$ cat config.mk
export PLATFORM = sky130hd
export DESIGN_NAME = audio_clk_divider
export DESIGN_NICKNAME = d
export VERILOG_FILES = /design/src/rtl/aclk_pkg.sv /design/src/rtl/aclk_src_sync.sv /design/src/rtl/aclk_count_stage.sv /design/src/rtl/aclk_frame_stage.sv /design/src/rtl/audio_clk_divider.sv
export SDC_FILE = /design/constraint.sdc
export NUM_CORES = 1
export LEC_CHECK = 0
export ABC_AREA = 1
export CELL_PAD_IN_SITES_DETAIL_PLACEMENT = 0
export CELL_PAD_IN_SITES_GLOBAL_PLACEMENT = 1
export CORE_ASPECT_RATIO = 1.25
export CORE_MARGIN = 3
export CORE_UTILIZATION = 50
export CTS_BUF_LIST = sky130_fd_sc_hd__clkbuf_4 sky130_fd_sc_hd__clkbuf_8
export DETAILED_ROUTE_END_ITERATION = 16
export DONT_BUFFER_PORTS = 1
export PLACE_DENSITY_LB_ADDON = 0.1
export SKIP_LAST_GASP = 1
export SYNTH_ARGS = -nofsm -noshare
export SYNTH_HDL_FRONTEND = slang
export SYNTH_HIERARCHICAL = 1
export SYNTH_SLANG_ARGS = --single-unit
$ cat constraint.sdc
create_clock -name clk -period 5.8 [get_ports clk]
set_input_delay 0 -clock clk [delete_from_list [all_inputs] [get_ports clk]]
set_output_delay 0 -clock clk [all_outputs]
set_load 0.03 [all_outputs]
$ cat src/rtl/aclk_pkg.sv
package aclk_pkg;
  localparam int PRE_RATIO = 8;
  localparam int PRE_W     = $clog2(PRE_RATIO);
  localparam int SRC_XTAL  = 0;
  localparam int SRC_SYS   = 1;
  localparam int NUM_SRC   = 2;

  function automatic logic [PRE_W-1:0] pre_code(input logic pre8);
    return pre8 ? PRE_W'(PRE_RATIO - 1) : '0;
  endfunction
endpackage

$ cat src/rtl/aclk_src_sync.sv
module aclk_src_sync #(
  parameter int N = 2
) (
  input  logic         clk,
  input  logic         rst,
  input  logic [N-1:0] src_i,
  output logic [N-1:0] lvl_o,
  output logic [N-1:0] rise_o
);
  for (genvar g = 0; g < N; g++) begin : g_src
    logic q, prev;
    always_ff @(posedge clk) begin
      if (rst) begin
        q    <= 1'b0;
        prev <= 1'b0;
      end else begin
        q    <= src_i[g];
        prev <= q;
      end
    end
    assign lvl_o[g]  = prev;
    assign rise_o[g] = q & ~prev;
  end
endmodule

$ cat src/rtl/aclk_count_stage.sv
module aclk_count_stage #(
  parameter int W = 8
) (
  input  logic         clk,
  input  logic         rst,
  input  logic         tick_i,
  input  logic [W-1:0] code_i,
  output logic         tick_o
);
  logic [W-1:0] cnt;

  assign tick_o = tick_i && (cnt == '0);

  always_ff @(posedge clk) begin
    if (rst)         cnt <= '0;
    else if (tick_o) cnt <= code_i;
    else if (tick_i) cnt <= cnt - 1'b1;
  end

  assert_hold_between_ticks_R9: assert property (@(posedge clk) disable iff (rst)
    (!$past(rst) && cnt != $past(cnt)) |-> $past(tick_i));
endmodule

$ cat src/rtl/aclk_frame_stage.sv
module aclk_frame_stage #(
  parameter int W = 4
) (
  input  logic         clk,
  input  logic         rst,
  input  logic         tick_i,
  input  logic         lvl_i,
  input  logic [W-1:0] code_i,
  output logic         lvl_o
);
  logic [W-1:0] fcnt;
  logic [W-1:0] f_act;
  logic [W:0]   thr;

  assign thr   = ({1'b0, f_act} + 1'b1) >> 1;
  assign lvl_o = (f_act == '0) ? lvl_i : ({1'b0, fcnt} >= thr);

  always_ff @(posedge clk) begin
    if (rst) begin
      fcnt  <= '0;
      f_act <= '0;
    end else if (tick_i) begin
      if (fcnt == '0) begin
        fcnt  <= code_i;
        f_act <= code_i;
      end else begin
        fcnt <= fcnt - 1'b1;
      end
    end
  end

  assert_count_within_latched_R9: assert property (@(posedge clk) disable iff (rst)
    fcnt <= f_act);
endmodule

$ cat src/rtl/audio_clk_divider.sv
module audio_clk_divider
  import aclk_pkg::*;
#(
  parameter int MOD_W = 8,
  parameter int FRM_W = 4
) (
  input  logic             clk,
  input  logic             rst,
  input  logic             xtal_i,
  input  logic             sys_i,
  input  logic             src_sel_i,
  input  logic             pre8_i,
  input  logic [MOD_W-1:0] mod_code_i,
  input  logic [FRM_W-1:0] frm_code_i,
  input  logic             bypass_i,
  input  logic             mclk_drive_i,
  input  logic             bclk_drive_i,
  input  logic             fs_drive_i,
  input  logic             mclk_inv_i,
  input  logic             bclk_inv_i,
  output logic             hck_o,
  output logic             hck_oe_o,
  output logic             sck_o,
  output logic             sck_oe_o,
  output logic             fs_oe_o
);
  logic [NUM_SRC-1:0] src_lvl, src_rise;
  logic sel_rise, pre_tick, mod_tick, hck_div;
  logic master_lvl, master_rise, bit_lvl;
  logic rst_q;

  aclk_src_sync #(.N(NUM_SRC)) u_sync (
    .clk    (clk),
    .rst    (rst),
    .src_i  ({sys_i, xtal_i}),
    .lvl_o  (src_lvl),
    .rise_o (src_rise)
  );

  assign sel_rise = src_sel_i ? src_rise[SRC_SYS] : src_rise[SRC_XTAL];

  aclk_count_stage #(.W(PRE_W)) u_pre (
    .clk    (clk),
    .rst    (rst),
    .tick_i (sel_rise),
    .code_i (pre_code(pre8_i)),
    .tick_o (pre_tick)
  );

  aclk_count_stage #(.W(MOD_W)) u_mod (
    .clk    (clk),
    .rst    (rst),
    .tick_i (pre_tick),
    .code_i (mod_code_i),
    .tick_o (mod_tick)
  );

  always_ff @(posedge clk) begin
    if (rst)           hck_div <= 1'b0;
    else if (mod_tick) hck_div <= ~hck_div;
  end

  assign master_lvl  = bypass_i ? src_lvl[SRC_XTAL]  : hck_div;
  assign master_rise = bypass_i ? src_rise[SRC_XTAL] : (mod_tick & ~hck_div);

  aclk_frame_stage #(.W(FRM_W)) u_frm (
    .clk    (clk),
    .rst    (rst),
    .tick_i (master_rise),
    .lvl_i  (master_lvl),
    .code_i (frm_code_i),
    .lvl_o  (bit_lvl)
  );

  always_ff @(posedge clk) begin
    if (rst) begin
      hck_o    <= 1'b0;
      hck_oe_o <= 1'b0;
      sck_o    <= 1'b0;
      sck_oe_o <= 1'b0;
      fs_oe_o  <= 1'b0;
      rst_q    <= 1'b1;
    end else begin
      hck_o    <= mclk_drive_i & (master_lvl ^ mclk_inv_i);
      hck_oe_o <= mclk_drive_i;
      sck_o    <= bclk_drive_i & (bit_lvl ^ bclk_inv_i);
      sck_oe_o <= bclk_drive_i;
      fs_oe_o  <= fs_drive_i;
      rst_q    <= 1'b0;
    end
  end

  // Halving stage only toggles on a modulus terminal count
  assert_half_on_terminal_R1: assert property (@(posedge clk) disable iff (rst)
    (!$past(rst) && hck_div != $past(hck_div)) |-> $past(mod_tick));

  assert_bypass_follows_xtal_R6: assert property (@(posedge clk) disable iff (rst)
    ($past(bypass_i) && $past(mclk_drive_i) && !$past(mclk_inv_i) &&
     !$past(rst) && !$past(rst, 2) && !$past(rst, 3)) |-> (hck_o == $past(xtal_i, 3)));

  assert_undriven_low_R7: assert property (@(posedge clk) disable iff (rst)
    !mclk_drive_i |=> (!hck_o && !hck_oe_o));

  always @(posedge clk) begin
    if (rst_q) begin
      assert_low_in_reset_R10: assert (!hck_o && !hck_oe_o && !sck_o && !sck_oe_o && !fs_oe_o);
    end
  end
endmodule

==> results of run 1 <==
[tightest hold or removal path: cells and delay by family]
family             cells  cell delay [ns]
AOI/OAI and AO/OA      2             0.26
and+or+nand+nor        1             0.19
[final cells by class]
cell class / count / area share
flip-flops and latches: 29 / 0.291
clock inverters: 3 / 0.00879
repair buffers: 25 / 0.126
multi-input cells: 167 / 0.447
clock buffers: 5 / 0.0188
well taps: 36 / 0.0226
inverters: 45 / 0.0854
[state kept, by name, summed over array words and instances (netlist names)]
name               flops
u_mod/cnt              8
u_frm/f_act            4
u_frm/fcnt             4
u_pre/cnt              3
u_sync/g_src.prev      2
u_sync/g_src.q         2
fs_oe_o                1
hck_div                1
hck_o                  1
hck_oe_o               1
sck_o                  1
sck_oe_o               1
[where the power goes]
group          internal [mW]  leakage, nW  switching [mW]
clock                 0.0456       0.0310          0.0694
sequential             0.217        0.238          0.0200
combinational         0.0648        0.689          0.0925
total                  0.327        0.958           0.182
[stage by stage]
step,cells,total power [mW],util
floorplan,242,0.353,-
finish,310,0.509,0.652
global placement,277,0.376,0.552
detailed placement,277,0.380,0.552
global route,310,0.555,0.652
CTS,310,0.516,0.652
[metal layers]
metal,vias to the layer above,GRT usage,routed length (um)
li1,832,-,-
met1,735,0.194,1390
met2,36,0.377,2000
met3,8,0.0462,134
met4,0,0.0773,50
met5,-,0,0
[layout by cell type (no fill, tap or decap), drive strengths merged]
| cell type | n |
|---|---|
| a21boi | 1 |
| dlygate4sd3 | 25 |
| dfxtp | 29 |
| nand3 | 17 |
| inv | 44 |
| a21oi | 24 |
| xnor2 | 1 |
| ha | 10 |
| clkbuf | 5 |
| nand2 | 58 |
| clkinvlp | 1 |
| nand3b | 1 |
| or2 | 2 |
| o21bai | 1 |
| nor2 | 29 |
| nor3 | 2 |
| xor2 | 1 |
| clkinv | 3 |
| mux2 | 1 |
| nand4 | 3 |
| o21ai | 14 |
| o21a | 2 |
[worst max path at each step]
stage                 startpoint             end  slack (ns)  depth (start not counted)
2_1_floorplan  u_sync/g_src[0].q  u_frm/f_act[2]        3.42                         14
3_3_place_gp   u_sync/g_src[0].q  u_frm/f_act[2]        3.16                         14
3_5_place_dp   u_sync/g_src[0].q  u_frm/f_act[2]        3.05                         14
4_1_cts        u_sync/g_src[0].q   u_frm/fcnt[3]        2.56                         16
5_1_grt        u_sync/g_src[0].q   u_frm/fcnt[3]        2.13                         16
6_report       u_sync/g_src[0].q   u_frm/fcnt[3]        2.45                         16
==> flow_summary.yaml, run 1 <==
final_layout:
  regArea_sq_um: 581
  area_growth_pct: 20.8
  final_layout_size_suffix_gt1_frac: 0.0985
  fill_cells: 285
  diodes: 0
  stdcell_area_sq_um: 1990
  final_nets: 307
  multi_input_area_sq_um: 891
clocking:
  cts_buffers: 5
  cts_buffer_depth: 2
  ctsHoldBuffers: 25
  tritoncts: "done"
  cts-root-buf: "clkbuf_4"
  htreeDepth: 2
  cts.clk_slew.worst_paths_ns: 0.10
  clock-sinks: 29
  postCtsSetupRepairBufs: 0
  cts-resized-gates: 0
  clkLatencyLatePin_ns: 0.32
synth:
  synth.yosys.warnings: 6
  syn_area_sq_um: 1650
  avgSynthCellArea_sq_um: 6.81
  netlist_instances: 242
  syn_nets: 276
floorplan:
  floorplan.rows: 22
  start_util: 0.540
  ios: 29
  die_y_um: 70.2
  die_x_um: 57.4
  core_sq_um: 3060
  fp.dieArea_sq_um: 4030
critical_path:
  critPathSlowestCell: "dlygate4sd3_1"
  cp_common_cell: "inv_1"
  critPathCaptureType: "flip-flop"
  critPathMaxFanout: 10
  cp_num_buf_inv: 6
  cpLargestDelayFamily: "simple AND/OR/NAND/NOR gates"
  cp_slowest_stage_delay_ns: 0.57
  arrival_ns: 3.62
  reg2reg_depth: 16
  worstSetupStartpointType: "flip-flop"
  reg2reg_slack_ns: 2.45
  required_ns: 6.07
  worstReg2RegEnd: "u_frm/fcnt[3]"
  path_class: "reg2reg"
  cp_cell_sequence: "inv_1 -> nor2_1 -> mux2_1 -> inv_1 -> nor2_1 -> inv_2 -> nor2_4 -> nand3_4 -> clkinv_2 -> nand2_1 -> o21ai_1 -> nand4_1 -> nand2_1 -> inv_1 -> a21oi_2 -> dlygate4sd3_1"
  r2r-start: "u_sync/g_src[0].q"
timing:
  fin_ws_ns: 2.45
  relSlewSlack: 0.417
  max_freq_mhz: 298
  worst_hold_slack_ns: 0.193
  hold_violations: 0
  worst_pin_slew_ns: 0.871
  period_share: 0.578
  rsz0062_at_grt: "false"
  tns_ns: 0
  drv_slew: 0
  period_needed_ns: 3.35
  setup_viol: 0
  finClkSkew_ns: 0.0136
power:
  power.static_leakage_nw: 0.958
  p_per_area_nw_per_um2: 256
  ir_drop_uv: 169
placed_design:
  post-place-ws_ns: 3.05
  place_area_sq_um: 1690
  gp_congestion: 0.892
  port_buffers: 0
  dp_hpwl_um: 2640
detailed_routing:
  vias: 1611
  vias_per_cell: 5.20
  drt_pass1_iterations: 4
  wl_um: 3570
  first_iter_violations: 41
  ant_nets: 0
  wire_per_inst_um: 11.5
  drc_errors: 0
worst_hold_path:
  whs_endpoint: "u_frm/f_act[2]"
  hold_path_class: "in2reg"
  holdCritStartpoint: "bypass_i"
  hold_depth: 3
global_route:
  antenna_found_initial: 0
  first_global_vias: 1605
  overflow: 0
  track_usage: 0.197
  grt_max_degree: 21
  grt_first_pass_wirelength_um: 6390
outcome:
  outcome: "completed"
run:
  max_cap_violations: 0
(Power assumes the default switching activity.)
==> run 2: changes to the inputs <==
--- a/config.mk
+++ b/config.mk
@@ -10,7 +10,7 @@
 export CELL_PAD_IN_SITES_GLOBAL_PLACEMENT = 1
 export CORE_ASPECT_RATIO = 1.25
 export CORE_MARGIN = 3
-export CORE_UTILIZATION = 50
+export CORE_UTILIZATION = 42
 export CTS_BUF_LIST = sky130_fd_sc_hd__clkbuf_4 sky130_fd_sc_hd__clkbuf_8
 export DETAILED_ROUTE_END_ITERATION = 16
 export DONT_BUFFER_PORTS = 1
==> constraint.sdc (replaced) <==
create_clock -name clk -period 2.7 [get_ports clk]
set_input_delay 0 -clock clk [delete_from_list [all_inputs] [get_ports clk]]
set_output_delay 0 -clock clk [all_outputs]
set_load 0.03 [all_outputs]
==> run 2 against run 1 <==
  * First-iteration DRC count increased by 66%
  * Utilization decreased by 9.4 points
  * Critical path depth decreased by 1
  * Non-clock buffer count fell by 1
  * Sequential share of layout area decreased by 0.52 points
  * Clock power grew to 3.0 times the previous value
  * Final area rose by 1.8%
  * Count of clock-buffer cells in the layout grew 1
  * Setup slack got worse by 2.1 ns
  * Critical path type unchanged
  * Critical endpoint is now u_frm/f_act[2]
==> flow_summary.yaml, run 2 (synthesized netlist as in run 1, its figures left out) <==
critical_path:
  reg2reg_slack_ns: 0.39
  arrival_ns: 2.47
  required_ns: 2.86
  critPathMaxFanout: 10
  reg2reg_depth: 15
  critPathSlowestCell: "dfxtp_1"
  path_class: "reg2reg"
  critPathCaptureType: "flip-flop"
  worstReg2RegEnd: "u_frm/f_act[2]"
  cp_slowest_stage_delay_ns: 0.30
  cp_cell_sequence: "inv_1 -> nor2_1 -> mux2_1 -> inv_1 -> nor2_1 -> inv_2 -> nor2_4 -> nand3_4 -> clkinv_2 -> nand2_1 -> o21ai_1 -> buf_4 -> nand3_2 -> o21ai_2 -> a21oi_1"
  worstSetupStartpointType: "flip-flop"
  r2r-start: "u_sync/g_src[0].q"
placed_design:
  place_area_sq_um: 1720
  dp_hpwl_um: 2580
  gp_congestion: 0.817
  dp.cells: 295
  port_buffers: 0
global_route:
  grt_first_pass_wirelength_um: 6150
  first_global_vias: 1474
  antenna_found_initial: 0
  grt_max_degree: 21
  track_usage: 0.172
  overflow: 0
floorplan:
  die_y_um: 76.1
  start_util: 0.454
  ios: 29
  core_sq_um: 3630
  die_x_um: 62.0
  floorplan.rows: 24
  fp.dieArea_sq_um: 4720
detailed_routing:
  vias: 1517
  ant_nets: 0
  vias_per_cell: 4.67
  drc_errors: 0
  wl_um: 3510
  wire_per_inst_um: 10.8
  first_iter_violations: 68
  drt_pass1_iterations: 5
timing:
  worst_pin_slew_ns: 0.867
  rsz0062_at_grt: "false"
  finClkSkew_ns: 0.00417
  drv_slew: 0
  hold_violations: 0
  max_freq_mhz: 433
  period_needed_ns: 2.31
  setup_viol: 0
  worst_hold_slack_ns: 0.0274
  tns_ns: 0
  period_share: 0.855
  relSlewSlack: 0.420
clocking:
  htreeDepth: 2
  cts.clk_slew.worst_paths_ns: 0.06
  clkLatencyLatePin_ns: 0.27
  tritoncts: "done"
  cts_buffer_depth: 2
  ctsHoldBuffers: 22
  cts-resized-gates: 0
  clock-sinks: 29
  cts_buffers: 5
  cts-root-buf: "clkbuf_8"
  postCtsSetupRepairBufs: 0
power:
  seq_power_share: 0.430
  swShare: 0.329
  p_int_mw: 0.792
  comb_power_share: 0.281
  power.share.clock: 0.288
  p_per_area_nw_per_um2: 582
  power.static_leakage_nw: 0.969
  switchingPower_mw: 0.388
  ir_drop_uv: 416
worst_hold_path:
  holdCritStartpoint: "pre8_i"
  hold_path_class: "in2reg"
  hold_depth: 3
  whs_endpoint: "u_pre/cnt[1]"
final_layout:
  area_growth_pct: 23.0
  largest_reg_flops: 8
  mostFrequentLayoutCell: "nand2_1"
  stdcell_area_sq_um: 2030
  fin_cells: 325
  layout_common_cells: "nand2_1 (57), inv_1 (37), dfxtp_1 (29)"
  diodes: 0
  final_layout_size_suffix_gt1_frac: 0.106
  final_nets: 306
  top_regs: "u_mod/cnt: 8 flops, u_frm/f_act: 4 flops, u_frm/fcnt: 4 flops"
  regMostFlops: "u_mod/cnt"
outcome:
  outcome: "completed"
run:
  max_cap_violations: 0
==> run 2: cell types whose count changed in the layout (fill, tap and decap cells not counted) <==
cell | previous run | this run
buf_4 | 0 | 2
clkbuf_4 | 5 | 1
clkbuf_8 | 0 | 5
clkinvlp_4 | 1 | 0
dlygate4sd3_1 | 25 | 22
==> run 2: worst max path at each step <==
stage	start	to	slack [ns]	depth (start not counted)
detailed placement	u_sync/g_src[0].q	u_frm/f_act[2]	0.40	15
CTS	u_sync/g_src[0].q	u_frm/f_act[2]	0.37	15
finish	u_sync/g_src[0].q	u_frm/f_act[2]	0.39	15
global placement	u_sync/g_src[0].q	u_frm/f_act[2]	0.47	15
floorplan	u_sync/g_src[0].q	u_frm/f_act[2]	0.32	14
global route	u_sync/g_src[0].q	u_frm/f_act[2]	0.09	15
==> run 2: per-stage QoR <==
step | worst slack (ns) | util | power, mW
after global placement | 0.465 | 0.474 | 0.822
after global routing | 0.0886 | 0.558 | 1.28
after CTS | 0.371 | 0.558 | 1.20
after detailed placement | 0.399 | 0.474 | 0.817
final | 0.392 | 0.558 | 1.18
after floorplan | 0.322 | - | 0.758
==> run 2: power by group through the flow <==
stage / Clock, mW / Combinational, mW / Sequential (mW)
global route: 0.381 / 0.388 / 0.514
finish: 0.340 / 0.332 / 0.508
CTS: 0.362 / 0.333 / 0.508
detailed placement: 0 / 0.300 / 0.518
global placement: 0 / 0.304 / 0.518
floorplan: 0 / 0.249 / 0.509
==> run 2: area by class of cell <==
type	count	area, sq um
clock buffers	6	76.3
clock inverters	2	10.0
fillers	380	1610
inverters	45	170
multi-input cells	167	891
flip-flops and latches	29	581
well taps	52	65.1
repair buffers	24	235
==> run 2: per-layer routing <==
metal,part of all wire,wire [um],vias to the layer above,global-route usage
li1,-,-,827,-
met1,0.42,1480,647,0.198
met2,0.51,1790,38,0.286
met3,0.052,183,5,0.0492
met4,0.015,54,0,0.0658
met5,0,0,-,0
==> run 2: worst max-delay path: cells and delay by family, from the launching register on <==
| kind | cells | cell delay (ns) |
|---|---|---|
| simple gates | 6 | 0.80 |
| buf+inv | 5 | 0.49 |
| compound gates | 3 | 0.36 |
| flops | 1 | 0.30 |
| mux | 1 | 0.24 |
